`config.mk`:
```
export PLATFORM = sky130hd
export DESIGN_NAME = ses_status_reg
export DESIGN_NICKNAME = d
export VERILOG_FILES = /design/src/rtl/ses_pkg.sv /design/src/rtl/ses_evt_latch.sv /design/src/rtl/ses_mask_reg.sv /design/src/rtl/ses_summary.sv /design/src/rtl/ses_status_reg.sv
export SDC_FILE = /design/constraint.sdc
export NUM_CORES = 1
export LEC_CHECK = 0
export BUFFER_PORTS_ARGS = -buffer_cell sky130_fd_sc_hd__buf_2
export CAP_MARGIN = 15
export CORE_MARGIN = 4
export CORE_UTILIZATION = 34
export CTS_CLUSTER_SIZE = 40
export DETAILED_ROUTE_END_ITERATION = 8
export GPL_ROUTABILITY_DRIVEN = 0
export PLACE_DENSITY = 0.71
export SLEW_MARGIN = 25
export SYNTH_ARGS = -nofsm -noshare
export SYNTH_HDL_FRONTEND = slang
export SYNTH_SLANG_ARGS = --single-unit
```
`constraint.sdc`:
```
create_clock -name clk -period 0.82 [get_ports clk]
set_input_delay 0.164 -clock clk [delete_from_list [all_inputs] [get_ports clk]]
set_output_delay 0.164 -clock clk [all_outputs]
set_load 0.03 [all_outputs]
```
`src/rtl/ses_pkg.sv`:
```
`timescale 1ns/1ps
package ses_pkg;

    localparam int REG_W = 8;

    localparam int PWR_POS  = 7;
    localparam int CMD_POS  = 5;
    localparam int EXEC_POS = 4;

    typedef logic [REG_W-1:0] ses_vec_t;

    typedef struct packed {
        logic pwr;
        logic cmd;
        logic exec;
    } ses_evt_t;

    function automatic ses_vec_t bit_at(input int pos);
        ses_vec_t v;
        v = '0;
        v[pos] = 1'b1;
        return v;
    endfunction

    localparam ses_vec_t IMPL_MASK = bit_at(PWR_POS) | bit_at(CMD_POS) | bit_at(EXEC_POS);
    localparam ses_vec_t EVT_RESET = bit_at(PWR_POS);
    localparam ses_vec_t ENA_RESET = '0;

    function automatic ses_vec_t evt_to_vec(input ses_evt_t e);
        ses_vec_t v;
        v = '0;
        v[PWR_POS]  = e.pwr;
        v[CMD_POS]  = e.cmd;
        v[EXEC_POS] = e.exec;
        return v & IMPL_MASK;
    endfunction

endpackage

```
`src/rtl/ses_evt_latch.sv`:
```
`timescale 1ns/1ps
module ses_evt_latch
    import ses_pkg::*;
(
    input  logic     clk,
    input  logic     rst,
    input  ses_vec_t set_vec,
    input  logic     clr,
    output ses_vec_t q
);
    for (genvar i = 0; i < REG_W; i++) begin : g_bit
        if (IMPL_MASK[i]) begin : g_impl
            logic flag_q;
            always_ff @(posedge clk) begin
                if (rst) begin
                    flag_q <= EVT_RESET[i];
                end else begin
                    flag_q <= (flag_q & ~clr) | set_vec[i];
                end
            end
            assign q[i] = flag_q;
        end else begin : g_empty
            assign q[i] = 1'b0;
        end
    end

    logic unused_set;
    assign unused_set = ^(set_vec & ~IMPL_MASK);
endmodule

```
`src/rtl/ses_mask_reg.sv`:
```
`timescale 1ns/1ps
module ses_mask_reg
    import ses_pkg::*;
(
    input  logic     clk,
    input  logic     rst,
    input  logic     wr,
    input  ses_vec_t wdata,
    output ses_vec_t q
);
    always_ff @(posedge clk) begin
        if (rst) begin
            q <= ENA_RESET;
        end else if (wr) begin
            q <= wdata;
        end
    end
endmodule

```
`src/rtl/ses_summary.sv`:
```
`timescale 1ns/1ps
module ses_summary
    import ses_pkg::*;
(
    input  ses_vec_t evt,
    input  ses_vec_t ena,
    output logic     sum
);
    ses_vec_t hit;
    for (genvar i = 0; i < REG_W; i++) begin : g_hit
        assign hit[i] = evt[i] & ena[i];
    end
    assign sum = |hit;
endmodule

```
`src/rtl/ses_status_reg.sv`:
```
`timescale 1ns/1ps
module ses_status_reg
    import ses_pkg::*;
(
    input  logic       clk,
    input  logic       rst,
    input  logic       pwr_evt_i,
    input  logic       cmd_err_i,
    input  logic       exec_err_i,
    input  logic       ena_wr_i,
    input  logic [7:0] ena_wdata_i,
    input  logic       evt_rd_i,
    output logic [7:0] evt_rdata_o,
    output logic [7:0] ena_o,
    output logic       esb_o
);
    ses_evt_t pulses;
    ses_vec_t set_vec;
    ses_vec_t evt_q;
    ses_vec_t ena_q;

    always_comb begin
        pulses.pwr  = pwr_evt_i;
        pulses.cmd  = cmd_err_i;
        pulses.exec = exec_err_i;
        set_vec     = evt_to_vec(pulses);
    end

    ses_evt_latch u_evt (
        .clk     (clk),
        .rst     (rst),
        .set_vec (set_vec),
        .clr     (evt_rd_i),
        .q       (evt_q)
    );

    ses_mask_reg u_ena (
        .clk   (clk),
        .rst   (rst),
        .wr    (ena_wr_i),
        .wdata (ena_wdata_i),
        .q     (ena_q)
    );

    ses_summary u_sum (
        .evt (evt_q),
        .ena (ena_q),
        .sum (esb_o)
    );

    assign evt_rdata_o = evt_rd_i ? evt_q : '0;
    assign ena_o       = ena_q;
endmodule

```
Word-level counts from Yosys, hierarchy flattened
Index checks and enable logic that the tools add are counted.
{ "word_totals": {"wordCells": 16, "input_bits": 15, "ff_bits": 11} }
{ "classes": {"muxes": 1, "bitwise_logic": 10, "reduce_logical": 1} }
{ "op_table": {"columns": ["cell", "n"], "rows": [
  ["two-way mux 8 bit", 1],
  ["AND 1 bit", 6],
  ["bitwise OR 1 bit", 3],
  ["OR reduction 3 bit", 1],
  ["NOT 1 bit", 1]
]} }

Longest topological paths before layout
{ "depth": {"word_depth": 3, "depth_mapped": 3} }

By module
Synthesis repeated with hierarchy kept, for this count alone.
{ "hier_totals": {"hier_cells": 61, "area_unflattened_um2": 541.8} }
{ "by_module_without_submodules": {"columns": ["module", "cells_per_inst", "seq_area_each_um2", "area_each_um2", "n_inst"], "rows": [
  ["ses_mask_reg", 26, 160.2, 285.3, 1],
  ["ses_evt_latch", 21, 60.1, 166.4, 1],
  ["ses_status_reg", 9, 0.0, 53.8, 1],
  ["ses_summary", 5, 0.0, 36.3, 1]
]} }

Least setup slack after synthesis
No wires, ideal clock.
{ "synth_timing": {"path_type": "reg-to-output", "start": "register u_ena.q[4]", "end": "output port esb_o", "slack_ns": -0.268, "arrival_time_ns": 0.924, "stages_incl_launch_ff": 3, "required_ns": 0.656, "n_path_buf": 0, "path_cell_list": "dfxtp_1 a222oi_1 inv_1"} }
{ "synth_via": {"elab_chain_len": 2} }
{ "synth_lines": {"columns": ["item", "line_no", "source"], "rows": [
  ["start, declared", "ses_mask_reg.sv:9", "output ses_vec_t q"],
  ["start signal, assigned", "ses_mask_reg.sv:15", "q <= wdata;"],
  ["AND 1 bit", "ses_summary.sv:11", "assign hit[i] = evt[i] & ena[i];"],
  ["OR reduction 3 bit", "ses_summary.sv:13", "assign sum = |hit;"],
  ["end, declared", "ses_status_reg.sv:15", "output logic esb_o"]
]} }
Every way passes these cells.

Worst setup path after layout
Same ends and word-level chain as after synthesis.

==> results.md <==
- Status: complete, but fails checks
- Failing checks: setup timing
- Switch Pwr: 379 uW
- NumNets Final: 101
- Inserted Diodes: 0
- Row cnt: 13
- Top cell type's share of synthesized area: 0.474
- Fin. max-slew vios: 0
- CP max FO: 2
- Buffer depth of the longest clock path: 2
- Total Wirelength: 1.12 mm
- Sw frac: 0.290
- Hold Buf Count CTS: 0
- Final hold slack: 123 ps
- Synthesized area: 464 um2
- Cells after Synth: 49
- Share of layout cells above drive strength 1: 0.624
- Post-DP HPWL: 801 um
- Clock latency on the worst-skew pair: 260 ps
- IO Port Bufs: 26
- Global-route wire length before repair: 1.74 mm
- Hold Fails Final Rpt: 0
- I/O pin cnt: 32
- Chip width: 45.0 um
- Critical path capture point type: primary output
- RSZ-0062 raised after global routing: yes
- Mapped Avg Cell Area: 9.47 um2
- Clk slew on worst S/H paths: 70 ps
- Largest net degree at the start of global routing: 12
- Ys flop type: dfxtp_1
- Seq cells post-synth: 11
- Count leader, synth: dfxtp_1
- CTS tree: done
- Max cap viols: 0
- Pleak: 0.000417 uW
- Area growth, synth to finish: 69.8%
- Post-synth EDFFs: 0
- Clk root buf: clkbuf_4
- Final ANT Viol Nets: 0
- Final Skew: 0 ps
- Post-synth ARST share: 0
- Yosys warns: 0
- Crit path DAT: 1170 ps
- Initial DRT Pass Iterations: 4
- H-tree depth: 1
- Drt wl/cell: 11.2 um
- Yosys cell types: 14
- P_int: 929 uW
- Startpoint types: register
- Initial DRC Count: 11
- Fillers: 115
- WHS Path Cells: 3
- Antenna violations before repair: 0
- Fin worst setup slack: -513 ps
- Maximum vdd drop: 974 uV
- Dpl cells: 93
- Period utilization: 1.63
- Die footprint: 2020 um2
- Chip height: 45.0 um
- Vias in the first global route: 402
- CP required: 660 ps
- Gr ovfl total: 0
- GRT Total Usage: 0.118
- Setup Crit Path Kind: register to primary output
- Core area: 1300 um2
- Via/cell ratio: 4.36
- Cell depth of the worst flop-to-flop path: 4
- Leading area contributor after synthesis: dfxtp_1
- Worst Hold Class: input port to register
- Max Fclk: 0.750 GHz
- Final setup violation count: 13
- Clock share of power: 0.277
- Logic pwr share: 0.270
- CTS buffer count: 3
- CTS sink cnt: 11
- Part of the power in registers: 0.453
- Post-route insts no fill: 100
- Post-synthesis sequential area ratio: 0.474
- Total number of vias: 436
- Initial Utilization: 0.357
- Pwr dens: 1660 nW/um2
- Post-synth top cells: dfxtp_1, nor2_1, mux2i_1
- DRC viols: 0
- Period minus WS final: 1330 ps
- Area contributors post-synth: dfxtp_1, mux2i_1, buf_4
==> through the flow <==
step / total power, uW / util / TNS [ps] / area (um2) / setup slack (ps)
3_3_place_gp: 866 / 0.480 / -466 / 624 / -250
3_5_place_dp: 870 / 0.480 / -498 / 624 / -265
6_report: 1310 / 0.606 / -2400 / 788 / -513
2_1_floorplan: 789 / - / -217 / 484 / -217
4_1_cts: 1300 / 0.595 / -2480 / 774 / -519
5_1_grt: 1380 / 0.606 / -2880 / 788 / -620
==> timing repair <==
item / in CTS / in global routing
setup endpoints to repair: 12 / 14
pin swaps: 2 / 1
gates resized for setup: 39 / 5
setup buffers: 2 / 2
==> critical path, stage by stage, from the launching register on <==
cell and delay, ps:
dfxtp_4 340, a222oi_1 360, inv_2 60, buf_6 140
==> layout make-up <==
type,instances,area (um2),area share
flip-flops and latches,11,236,0.300
multi-input cells,31,196,0.249
clock buffers,4,26.3,0.0333
well taps,15,18.8,0.0238
inverters,4,15.0,0.0190
repair buffers,35,295,0.375
==> power by group through the flow <==
stage	Clock [uW]	Combinational [uW]	Sequential (uW)
floorplan	0	148	641
global placement	0	274	592
detailed placement	0	276	593
CTS	365	345	591
global route	404	379	596
finish	362	353	592
==> cell families after synthesis <==
family          count (synthesis)  share of synthesized area
compound gates                  4                     0.0539
buf+inv                        11                      0.148
flops                          11                      0.474
mux                             8                      0.173
other cells                     1                    0.00808
simple gates                   14                      0.143
==> layer usage <==
| layer | GRT usage | up-vias | routed length [um] |
|---|---|---|---|
| met5 | 0 | - | 0 |
| met4 | 0.0351 | 0 | 0 |
| met3 | 0.0319 | 0 | 91 |
| met2 | 0.215 | 14 | 601 |
| met1 | 0.132 | 201 | 424 |
| li1 | - | 221 | - |
==> placed cells by master (no fill, tap or decap) <==
cell and n:
dfxtp_2 10, o21ai_1 1, nor2_1 9, inv_1 3, nand2b_1 2, and2_4 3
a222oi_1 1, a21oi_1 2, clkbuf_4 3, conb_1 5, clkbuf_1 1, buf_6 18
buf_4 3, mux2i_1 8, dfxtp_4 1, inv_2 1, buf_2 14
==> registers in the layout, indices dropped and copies added, names as in the netlist <==
name,cells
u_evt.g_bit.g_impl.flag_q,3
u_ena.q,8
==> path summary, 6_finish.rpt <==
kind,start,end,slack [ps]
worst max-delay path,u_ena.q[4],esb_o,-510
worst min-delay path,pwr_evt_i,u_evt.g_bit[7].g_impl.flag_q,120
worst max register to register,u_ena.q[4],u_ena.q[4],-50
worst min register to register,u_ena.q[2],u_ena.q[2],500
Power figures use the tool's default switching activity.
